===== config.mk =====
export PLATFORM = sky130hd
export DESIGN_NAME = page_xfer_ctrl
export DESIGN_NICKNAME = d
export VERILOG_FILES = /design/src/rtl/page_xfer_pkg.sv /design/src/rtl/page_rd_fsm.sv /design/src/rtl/page_wr_fsm.sv /design/src/rtl/page_dut_fsm.sv /design/src/rtl/page_xfer_ctrl.sv
export SDC_FILE = /design/constraint.sdc
export NUM_CORES = 1
export LEC_CHECK = 0
export CORE_MARGIN = 2
export CORE_UTILIZATION = 40
export CTS_BUF_LIST = sky130_fd_sc_hd__clkbuf_2 sky130_fd_sc_hd__clkbuf_4 sky130_fd_sc_hd__clkbuf_8
export CTS_CLUSTER_DIAMETER = 120
export DETAILED_ROUTE_END_ITERATION = 12
export PLACE_DENSITY = 0.8
export REMOVE_ABC_BUFFERS = 1
export SYNTH_ARGS = -nofsm -noshare
export SYNTH_HDL_FRONTEND = slang
export SYNTH_HIERARCHICAL = 1
export SYNTH_SLANG_ARGS = --single-unit

===== constraint.sdc =====
create_clock -name clk -period 2.7 [get_ports clk]
set_clock_uncertainty 0.15 [all_clocks]
set_input_delay 0.27 -clock clk [delete_from_list [all_inputs] [get_ports clk]]
set_output_delay 0.27 -clock clk [all_outputs]
set_load 0.01 [all_outputs]

===== src/rtl/page_xfer_pkg.sv =====
package page_xfer_pkg;

    typedef enum logic [3:0] {
        RD_IDLE,
        RD_CHECK,
        RD_OPEN,
        RD_DELAY,
        RD_INIT,
        RD_BURST,
        RD_FINISH,
        RD_NEXT,
        RD_LOOP
    } rd_state_e;

    typedef enum logic [2:0] {
        WR_IDLE,
        WR_CHECK,
        WR_OPEN,
        WR_DELAY,
        WR_INIT,
        WR_BURST,
        WR_FINISH
    } wr_state_e;

    typedef enum logic [1:0] {
        DT_IDLE,
        DT_SEND,
        DT_HOLD
    } dut_state_e;

endpackage


===== src/rtl/page_rd_fsm.sv =====
module page_rd_fsm
    import page_xfer_pkg::*;
#(
    parameter int ADDR_W     = 16,
    parameter int PAGE_WORDS = 8,
    parameter int START_DLY  = 4
) (
    input  logic              clk,
    input  logic              rst_n,
    input  logic              start,
    input  logic              loop_en,
    input  logic              page_avail,
    input  logic              ack,
    input  logic              fifo_full,
    output logic              req,
    output logic [ADDR_W-1:0] addr,
    output logic              done
);
    localparam int CW = $clog2(PAGE_WORDS + 1);
    localparam int DW = $clog2(START_DLY + 1);

    rd_state_e         state, nxt;
    logic [CW-1:0]     wcnt;
    logic [DW-1:0]     dly;
    logic              accept;

    assign accept = req && ack;

    always_ff @(posedge clk or negedge rst_n) begin
        if (!rst_n) state <= RD_IDLE;
        else        state <= nxt;
    end

    always_comb begin
        nxt = state;
        unique case (state)
            RD_IDLE:   if (start) nxt = RD_CHECK;
            RD_CHECK:  if (page_avail) nxt = RD_OPEN;
            RD_OPEN:   nxt = RD_DELAY;
            RD_DELAY:  if (dly == DW'(1)) nxt = RD_INIT;
            RD_INIT:   nxt = RD_BURST;
            RD_BURST:  if (accept && wcnt == CW'(1)) nxt = RD_FINISH;
            RD_FINISH: nxt = RD_NEXT;
            RD_NEXT:   nxt = loop_en ? RD_LOOP : RD_IDLE;
            RD_LOOP:   nxt = RD_CHECK;
            default:   nxt = RD_IDLE;
        endcase
    end

    always_ff @(posedge clk or negedge rst_n) begin
        if (!rst_n) begin
            wcnt <= '0;
            dly  <= '0;
            addr <= '0;
            done <= 1'b0;
        end else begin
            done <= (state == RD_FINISH);
            if (state == RD_OPEN) begin
                addr <= '0;
                dly  <= DW'(START_DLY);
            end
            if (state == RD_DELAY) dly <= dly - DW'(1);
            if (state == RD_INIT)  wcnt <= CW'(PAGE_WORDS);
            if (accept) begin
                wcnt <= wcnt - CW'(1);
                addr <= addr + ADDR_W'(1);
            end
        end
    end

    always_comb begin
        req = (state == RD_BURST) && !fifo_full;
    end

    p_idle_waits_r1: assert property (@(posedge clk) disable iff (!rst_n)
        (state == RD_IDLE && !start) |=> state == RD_IDLE);
    p_check_waits_r1: assert property (@(posedge clk) disable iff (!rst_n)
        (state == RD_CHECK && !page_avail) |=> (state == RD_CHECK && !req));
    p_delay_armed_r2: assert property (@(posedge clk) disable iff (!rst_n)
        (state == RD_DELAY) |-> dly != '0);
    p_addr_step_r3: assert property (@(posedge clk) disable iff (!rst_n)
        (accept && wcnt != CW'(1)) |=> addr == $past(addr) + ADDR_W'(1));
    p_last_word_r3: assert property (@(posedge clk) disable iff (!rst_n)
        (accept && wcnt == CW'(1)) |=> state == RD_FINISH);
    p_done_pulse_r5: assert property (@(posedge clk) disable iff (!rst_n)
        done |=> !done);
    p_next_idle_r6: assert property (@(posedge clk) disable iff (!rst_n)
        (state == RD_NEXT && !loop_en) |=> state == RD_IDLE);
endmodule


===== src/rtl/page_wr_fsm.sv =====
module page_wr_fsm
    import page_xfer_pkg::*;
#(
    parameter int ADDR_W     = 16,
    parameter int PAGE_WORDS = 8,
    parameter int START_DLY  = 4
) (
    input  logic              clk,
    input  logic              rst_n,
    input  logic              start,
    input  logic              page_avail,
    input  logic              ack,
    input  logic              fifo_empty,
    output logic              req,
    output logic [ADDR_W-1:0] addr,
    output logic              done
);
    localparam int CW = $clog2(PAGE_WORDS + 1);
    localparam int DW = $clog2(START_DLY + 1);

    wr_state_e         state, nxt;
    logic [CW-1:0]     wcnt;
    logic [DW-1:0]     dly;
    logic              accept;

    assign accept = req && ack;

    always_ff @(posedge clk or negedge rst_n) begin
        if (!rst_n) state <= WR_IDLE;
        else        state <= nxt;
    end

    always_comb begin
        nxt = state;
        unique case (state)
            WR_IDLE:   if (start) nxt = WR_CHECK;
            WR_CHECK:  if (page_avail) nxt = WR_OPEN;
            WR_OPEN:   nxt = WR_DELAY;
            WR_DELAY:  if (dly == DW'(1)) nxt = WR_INIT;
            WR_INIT:   nxt = WR_BURST;
            WR_BURST:  if (accept && wcnt == CW'(1)) nxt = WR_FINISH;
            WR_FINISH: nxt = WR_IDLE;
            default:   nxt = WR_IDLE;
        endcase
    end

    always_ff @(posedge clk or negedge rst_n) begin
        if (!rst_n) begin
            wcnt <= '0;
            dly  <= '0;
            addr <= '0;
            done <= 1'b0;
        end else begin
            done <= (state == WR_FINISH);
            if (state == WR_OPEN) begin
                addr <= '0;
                dly  <= DW'(START_DLY);
            end
            if (state == WR_DELAY) dly <= dly - DW'(1);
            if (state == WR_INIT)  wcnt <= CW'(PAGE_WORDS);
            if (accept) begin
                wcnt <= wcnt - CW'(1);
                addr <= addr + ADDR_W'(1);
            end
        end
    end

    always_comb begin
        req = (state == WR_BURST) && !fifo_empty;
    end

    p_wr_check_waits_r7: assert property (@(posedge clk) disable iff (!rst_n)
        (state == WR_CHECK && !page_avail) |=> state == WR_CHECK);
    p_wr_last_word_r7: assert property (@(posedge clk) disable iff (!rst_n)
        (accept && wcnt == CW'(1)) |=> state == WR_FINISH);
    p_wr_done_idle_r8: assert property (@(posedge clk) disable iff (!rst_n)
        done |-> (state == WR_IDLE && !req));
    p_wr_done_pulse_r8: assert property (@(posedge clk) disable iff (!rst_n)
        done |=> !done);
endmodule


===== src/rtl/page_dut_fsm.sv =====
module page_dut_fsm
    import page_xfer_pkg::*;
(
    input  logic clk,
    input  logic rst_n,
    input  logic run,
    input  logic in_empty,
    input  logic out_full,
    output logic step,
    output logic hold
);
    dut_state_e state, nxt;
    logic       blocked;

    assign blocked = in_empty || out_full;

    always_ff @(posedge clk or negedge rst_n) begin
        if (!rst_n) state <= DT_IDLE;
        else        state <= nxt;
    end

    always_comb begin
        nxt = state;
        unique case (state)
            DT_IDLE: if (run) nxt = DT_SEND;
            DT_SEND: if (!run) nxt = DT_IDLE;
                     else if (blocked) nxt = DT_HOLD;
            DT_HOLD: if (!run) nxt = DT_IDLE;
                     else if (!blocked) nxt = DT_SEND;
            default: nxt = DT_IDLE;
        endcase
    end

    always_comb begin
        step = (state == DT_SEND) && run && !blocked;
        hold = (state == DT_HOLD);
    end

    p_block_to_hold_r9: assert property (@(posedge clk) disable iff (!rst_n)
        (state == DT_SEND && run && blocked) |=> hold);
    p_clear_to_send_r9: assert property (@(posedge clk) disable iff (!rst_n)
        (state == DT_HOLD && run && !blocked) |=> state == DT_SEND);
    p_run_low_idle_r10: assert property (@(posedge clk) disable iff (!rst_n)
        !run |=> (!step && !hold));
endmodule


===== src/rtl/page_xfer_ctrl.sv =====
module page_xfer_ctrl #(
    parameter int DATA_W     = 32,
    parameter int ADDR_W     = 16,
    parameter int PAGE_WORDS = 8,
    parameter int START_DLY  = 4
) (
    input  logic              clk,
    input  logic              rst_n,
    input  logic              rd_start,
    input  logic              rd_loop_en,
    input  logic              rd_page_avail,
    output logic              rd_page_done,
    output logic              rda_req,
    input  logic              rda_ack,
    output logic [ADDR_W-1:0] rda_addr,
    input  logic [DATA_W-1:0] rda_data,
    input  logic              fin_full,
    output logic              fin_push,
    output logic [DATA_W-1:0] fin_data,
    input  logic              run,
    input  logic              fin_empty,
    input  logic              fout_full,
    output logic              dut_step,
    output logic              dut_hold,
    input  logic              wr_start,
    input  logic              wr_page_avail,
    output logic              wr_page_done,
    input  logic              fout_empty,
    input  logic [DATA_W-1:0] fout_data,
    output logic              fout_pop,
    output logic              wbb_req,
    input  logic              wbb_ack,
    output logic [ADDR_W-1:0] wbb_addr,
    output logic [DATA_W-1:0] wbb_data
);
    page_rd_fsm #(
        .ADDR_W(ADDR_W), .PAGE_WORDS(PAGE_WORDS), .START_DLY(START_DLY)
    ) u_rd (
        .clk(clk), .rst_n(rst_n), .start(rd_start), .loop_en(rd_loop_en),
        .page_avail(rd_page_avail), .ack(rda_ack), .fifo_full(fin_full),
        .req(rda_req), .addr(rda_addr), .done(rd_page_done)
    );

    page_wr_fsm #(
        .ADDR_W(ADDR_W), .PAGE_WORDS(PAGE_WORDS), .START_DLY(START_DLY)
    ) u_wr (
        .clk(clk), .rst_n(rst_n), .start(wr_start), .page_avail(wr_page_avail),
        .ack(wbb_ack), .fifo_empty(fout_empty),
        .req(wbb_req), .addr(wbb_addr), .done(wr_page_done)
    );

    page_dut_fsm u_dut (
        .clk(clk), .rst_n(rst_n), .run(run), .in_empty(fin_empty),
        .out_full(fout_full), .step(dut_step), .hold(dut_hold)
    );

    assign fin_push = rda_req && rda_ack;
    assign fin_data = rda_data;
    assign fout_pop = wbb_req && wbb_ack;
    assign wbb_data = fout_data;

    p_push_only_req_r3: assert property (@(posedge clk) disable iff (!rst_n)
        fin_push |-> !fin_full);
    p_pop_only_data_r7: assert property (@(posedge clk) disable iff (!rst_n)
        fout_pop |-> !fout_empty);
endmodule


==> results of run 1 <==
what timing repair did:
| action | in CTS | in global routing |
|---|---|---|
| hold buffers | 1 | 0 |
| endpoints found under the hold margin | 57 | 0 |
| setup endpoints to repair | 0 | 0 |
| setup buffers | 0 | 0 |
per-layer routing:
metal,track usage (%),vias up,wire [um]
met4,6.95,2,151
met5,4.62,-,66
met1,26.2,1393,4120
li1,-,1311,-
met2,33.3,195,5070
met3,28.5,14,3070
cells in the final DEF (no fill, tap or decap), types with 5 or more instances in the layout:
| master | n |
|---|---|
| nor2_1 | 18 |
| clkbuf_8 | 10 |
| xnor2_1 | 5 |
| nor3b_1 | 5 |
| mux2i_1 | 8 |
| ha_1 | 10 |
| a21oi_1 | 12 |
| inv_1 | 16 |
| nand2b_1 | 5 |
| nand3b_1 | 6 |
| o21ai_0 | 29 |
| nor4_1 | 5 |
| nor3_1 | 7 |
| dfrtp_1 | 57 |
| nand4_1 | 8 |
| clkdlybuf4s50_1 | 52 |
| nand2_1 | 32 |
| nand3_1 | 21 |
final timing paths:
kind | depth (start not counted) | slack [ps] | end | start
max | 4 | 170 | fin_push | u_rd/state[0]$_DFFE_PN0P_
max in group asynchronous | 3 | 1420 | u_wr/state[2]$_DFFE_PN0P_ | rst_n
min in group asynchronous | 3 | 470 | u_rd/addr[6]$_DFFE_PN0P_ | rst_n
min | 3 | 330 | u_rd/state[3]$_DFFE_PN0P_ | rd_loop_en
max reg2reg | 4 | 600 | u_rd/addr[15]$_DFFE_PN0P_ | u_rd/state[0]$_DFFE_PN0P_
min reg2reg | 1 | 360 | u_wr/addr[14]$_DFFE_PN0P_ | u_wr/addr[14]$_DFFE_PN0P_
Yosys cell counts (6+ instances only):
master	count	area share, %
a21oi_1	12	1.7
buf_4	64	13
clkbuf_1	6	0.62
dfrtp_1	57	39
ha_1	10	3.4
inv_1	16	1.7
mux2i_1	8	2.2
nand2_1	32	3.3
nand3_1	21	2.9
nand3b_1	6	1.2
nand4_1	8	1.4
nor2_1	18	1.9
nor3_1	7	0.96
o21ai_0	29	4.0
critical path, cell delays in order, from the launching register on:
cell             delay, ps
dfrtp_1                660
nand4bb_4              200
nor2_1                 210
and2_1                 170
clkdlybuf4s50_1        540
kinds of logic (layout without fill, tap and decap cells):
| kind of cell | count (synthesis) | count (layout) | share of synthesized area (%) |
|---|---|---|---|
| AOI/OAI and AO/OA | 80 | 80 | 14.7 |
| buffers and inverters | 93 | 88 | 16.8 |
| DFF | 57 | 57 | 39.2 |
| muxes | 10 | 10 | 2.82 |
| xor gates and xnor gates | 5 | 5 | 1.20 |
| adders and majority gates | 10 | 10 | 3.44 |
| and+or+nand+nor | 136 | 136 | 21.9 |
flip-flops by register name, indices dropped and copies added, names as in the netlist:
register     flops
u_rd/dly         3
u_wr/addr       16
u_wr/state       3
u_rd/wcnt        4
u_rd/state       4
u_wr/wcnt        4
u_rd/done        1
u_wr/done        1
u_wr/dly         3
u_dut/state      2
u_rd/addr       16
per-stage QoR:
step | utilization (%) | hold slack, ps | total power, mW | instance area (um^2) | setup slack (ps)
6_report | 45.1 | 333 | 2.78 | 3950 | 171
5_1_grt | 45.1 | 333 | 2.97 | 3950 | 110
4_1_cts | 45.1 | 314 | 2.78 | 3950 | 237
3_5_place_dp | 43.2 | 311 | 2.10 | 3780 | 533
3_3_place_gp | 43.2 | 310 | 2.04 | 3780 | 535
2_1_floorplan | - | -176 | 1.81 | 3090 | 823
power by group:
group	switching [mW]	leakage (nW)	internal [mW]
clock	0.316	0.0850	0.362
combinational	0.435	0.781	0.403
sequential	0.253	0.759	1.01
final cells by class:
class	count	area share, %
Clock inverter	1	0.127
Clock buffer	12	3.86
Sequential cell	57	36.1
Timing Repair Buffer	58	14.3
Multi-Input combinational cell	241	40.5
Tap cell	108	3.42
Inverter	17	1.62
==> flow_metrics.py, run 1 <==
metrics = {
    "run_status": {
        "status": "finished, final reports clean",
    },
    "floorplanning": {
        "die_area_um2": 9870,
        "fp.dieW_um": 99.4,
        "die_y_um": 99.4,
        "start_util_pct": 41.5,
        "core_area_um2": 8760,
        "rows": 34,
        "num_io_pins": 182,
    },
    "worst_setup_path": {
        "worstSetupEndpointType": "output pin",
        "start_kind": "register",
        "worstSetupPathType": "reg -> out",
        "cp_data_arrival_time_ps": 2110,
        "critical_path_required_ps": 2280,
        "worstPathMaxFanout": 14,
    },
    "synth": {
        "synthFlopType": "dfrtp_1",
        "netlist-cell-type-count": 59,
        "ys_seq_area_share_pct": 39.2,
        "ys_seq_elements": 57,
        "synth_area_per_cell_um2": 9.30,
        "ys_async_sr_fraction_pct": 100,
        "syn_area_um2": 3640,
        "synth_edf_count": 0,
        "ys_warn_count": 6,
        "syn_inst": 391,
    },
    "clock_tree": {
        "clock-sinks": 57,
        "clock_latency_ps": 330,
        "cts-root-buf": "clkbuf_8",
        "htree_num_levels": 3,
        "cts_tree": "built",
        "numCtsBuffers": 9,
        "cts_buffer_depth": 2,
        "cts.clk_slew.worst_paths_ps": 60,
        "cts-resized-gates": 0,
    },
    "grt": {
        "grt_overflow": 0,
        "grt_first_pass_wirelength_um": 17900,
        "grt_max_degree": 58,
        "first_global_vias": 2654,
        "grt.total_usage_pct": 25.4,
        "antenna_found_initial": 0,
    },
    "sta": {
        "period_share_pct": 93.7,
        "setup_viol": 0,
        "finalHoldViolCount": 0,
        "max_slew_margin_pct": 49.9,
        "slew_viol_final": 0,
        "timing.fmax_ghz": 0.395,
        "setup_tns_ps": 0,
        "rsz0062_at_grt": "no",
        "worst_slew_pin_slew_ps": 751,
        "period_minus_slack_ps": 2530,
    },
    "route": {
        "route.detailed.drc": 0,
        "drt_iter0_drc": 206,
        "antenna_left": 0,
        "vias_per_cell": 5.90,
        "wl_um": 12500,
        "routed-via-count": 2915,
        "drtPass1Iterations": 5,
        "avgRoutedWirePerCell_um": 25.3,
    },
    "cells_and_area": {
        "drive_above_1_share_pct": 10.9,
        "num_antenna_cells": 0,
        "fin_nets": 472,
        "nFillCells": 821,
        "final_cells": 494,
        "ff_latch_area_um2": 1430,
        "multi_input_area_um2": 1600,
        "syn2layout_area_growth_pct": 8.60,
    },
    "pwr": {
        "power_density_nw_per_um2": 704,
        "leakage_nw": 1.62,
        "ir_drop_mv": 0.278,
    },
    "placement": {
        "post-dp-hpwl_um": 9970,
        "numPortBuffers": 53,
        "place_inst": 480,
        "gp_congestion": 0.907,
    },
    "job": {
        "drv_cap": 0,
    },
    "worst_hold_path": {
        "hp-class": "in -> reg",
    },
}
(Power assumes the default switching activity.)
==> run 2: changes to the inputs <==
--- a/config.mk
+++ b/config.mk
@@ -5,6 +5,7 @@
 export SDC_FILE = /design/constraint.sdc
 export NUM_CORES = 1
 export LEC_CHECK = 0
+export CORE_ASPECT_RATIO = 1.5
 export CORE_MARGIN = 2
 export CORE_UTILIZATION = 40
 export CTS_BUF_LIST = sky130_fd_sc_hd__clkbuf_2 sky130_fd_sc_hd__clkbuf_4 sky130_fd_sc_hd__clkbuf_8
@@ -12,6 +13,7 @@
 export DETAILED_ROUTE_END_ITERATION = 12
 export PLACE_DENSITY = 0.8
 export REMOVE_ABC_BUFFERS = 1
+export SLEW_MARGIN = 20
 export SYNTH_ARGS = -nofsm -noshare
 export SYNTH_HDL_FRONTEND = slang
 export SYNTH_HIERARCHICAL = 1
==> flow_metrics.py, run 2 (synthesized netlist as in run 1, its figures left out) <==
metrics = {
    "route": {
        "drt_iter0_drc": 160,
        "wl_um": 12500,
        "drtPass1Iterations": 4,
        "avgRoutedWirePerCell_um": 25.1,
        "vias_per_cell": 5.80,
        "antenna_left": 0,
        "route.detailed.drc": 0,
        "routed-via-count": 2895,
    },
    "sta": {
        "fin_ws_ps": 289,
        "period_share_pct": 89.3,
        "finalHoldViolCount": 0,
        "setup_tns_ps": 0,
        "fin_hold_ws_ps": 165,
        "timing.fmax_ghz": 0.415,
        "worst_slew_pin_slew_ps": 695,
        "setup_viol": 0,
        "slew_viol_final": 0,
        "max_slew_margin_pct": 53.2,
        "period_minus_slack_ps": 2410,
        "rsz0062_at_grt": "no",
    },
    "cells_and_area": {
        "reg_top3": "u_rd/addr x16, u_wr/addr x16",
        "syn2layout_area_growth_pct": 9.32,
        "fin_util_pct": 45.0,
        "num_antenna_cells": 0,
        "final_cells": 499,
        "drive_above_1_share_pct": 11.6,
        "layout_commonest_cell": "dfrtp_1",
        "nFillCells": 853,
        "fin_nets": 472,
        "final_cell_mix": "dfrtp_1 (57), clkdlybuf4s50_1 (52), nand2_1 (32), o21ai_0 (29), nand3_1 (21)",
        "fin_area_um2": 3980,
    },
    "grt": {
        "first_global_vias": 2784,
        "grt_first_pass_wirelength_um": 17700,
        "grt.total_usage_pct": 25.8,
        "grt_overflow": 0,
        "grt_max_degree": 49,
        "antenna_found_initial": 0,
    },
    "pwr": {
        "power_density_nw_per_um2": 713,
        "power_frac_comb_pct": 29.7,
        "intPower_mw": 1.81,
        "power.clock.fraction_pct": 25.7,
        "ir_drop_mv": 0.369,
        "switching_share_pct": 36.0,
        "power_frac_seq_pct": 44.6,
        "switchingPower_mw": 1.02,
        "leakage_nw": 1.64,
        "finalPower_mw": 2.84,
    },
    "worst_setup_path": {
        "r2r-start": "u_wr/state[0]$_DFFE_PN0P_",
        "worstSetupPathType": "reg -> out",
        "cp_data_arrival_time_ps": 1990,
        "start_kind": "register",
        "timing.rr.end": "u_wr/addr[8]$_DFFE_PN0P_",
        "worstPathMaxFanout": 14,
        "worstSetupEndpointType": "output pin",
        "worst_r2r_path_depth": 4,
        "critical_path_required_ps": 2280,
        "reg2reg_slack_ps": 550,
    },
    "placement": {
        "numPortBuffers": 53,
        "gp_congestion": 0.874,
        "place_inst": 482,
        "place_ws_ps": 499,
        "place_area_um2": 3780,
        "post-dp-hpwl_um": 10100,
    },
    "clock_tree": {
        "cts-root-buf": "clkbuf_8",
        "clock_latency_ps": 340,
        "cts_buffer_depth": 2,
        "cts_tree": "built",
        "htree_num_levels": 3,
        "numCtsBuffers": 9,
        "cts-resized-gates": 0,
        "cts.clk_slew.worst_paths_ps": 60,
        "clock-sinks": 57,
        "cts_setup_buffers": 0,
    },
    "floorplanning": {
        "start_util_pct": 41.2,
        "core_area_um2": 8830,
        "rows": 42,
        "fp.dieW_um": 81.9,
        "die_area_um2": 9890,
        "num_io_pins": 182,
        "die_y_um": 121,
    },
    "job": {
        "drv_cap": 0,
    },
    "run_status": {
        "status": "finished, final reports clean",
    },
    "worst_hold_path": {
        "hp-class": "in -> async",
    },
}
## run 2: worst max-delay path by stage
stage	from	endpoint	slack (ps)	depth (start not counted)
6_report	u_rd/state[0]$_DFFE_PN0P_	fin_push	290	4
5_1_grt	u_rd/state[0]$_DFFE_PN0P_	fin_push	150	4
3_5_place_dp	fout_empty	u_wr/addr[8]$_DFFE_PN0P_	500	5
4_1_cts	u_rd/state[0]$_DFFE_PN0P_	fin_push	270	4
2_1_floorplan	u_wr/state[0]$_DFFE_PN0P_	u_wr/addr[14]$_DFFE_PN0P_	820	5
3_3_place_gp	fout_empty	u_wr/addr[8]$_DFFE_PN0P_	510	5
## run 2: cell type report
| class | instances | area [um^2] | share of cell area (%) |
|---|---|---|---|
| well taps | 110 | 138 | 3.46 |
| clock buffers | 13 | 166 | 4.19 |
| clock inverters | 3 | 15.0 | 0.378 |
| multi-input cells | 241 | 1600 | 40.3 |
| repair buffers | 58 | 566 | 14.2 |
| flip-flops and latches | 57 | 1430 | 35.9 |
| inverters | 17 | 63.8 | 1.60 |
## run 2: timing repair
action                                  CTS  global route
endpoints found under the setup margin    0             0
endpoints found under the hold margin     9             0
hold buffers                              1             0
## run 2: critical path, cell delays in order, from the launching register on
cell	delay, ps
dfrtp_1	650
nand4bb_4	200
nor2_1	150
and2_1	130
clkdlybuf4s50_1	520
## run 2: metal layers
metal	part of all wire, %	global-route usage (%)	routed length (um)	vias up
met5	0	2.94	0	-
met4	3.6	14.3	454	0
met3	21	23.9	2630	23
met2	44	36.2	5500	185
met1	31	24.4	3940	1366
li1	-	-	-	1321
## run 2: power groups by stage
stage	Combinational, mW	Clock, mW	Sequential [mW]
finish	0.843	0.730	1.26
floorplan	0.597	0	1.22
global placement	0.793	0	1.26
CTS	0.845	0.752	1.26
detailed placement	0.837	0	1.27
global route	0.959	0.786	1.30
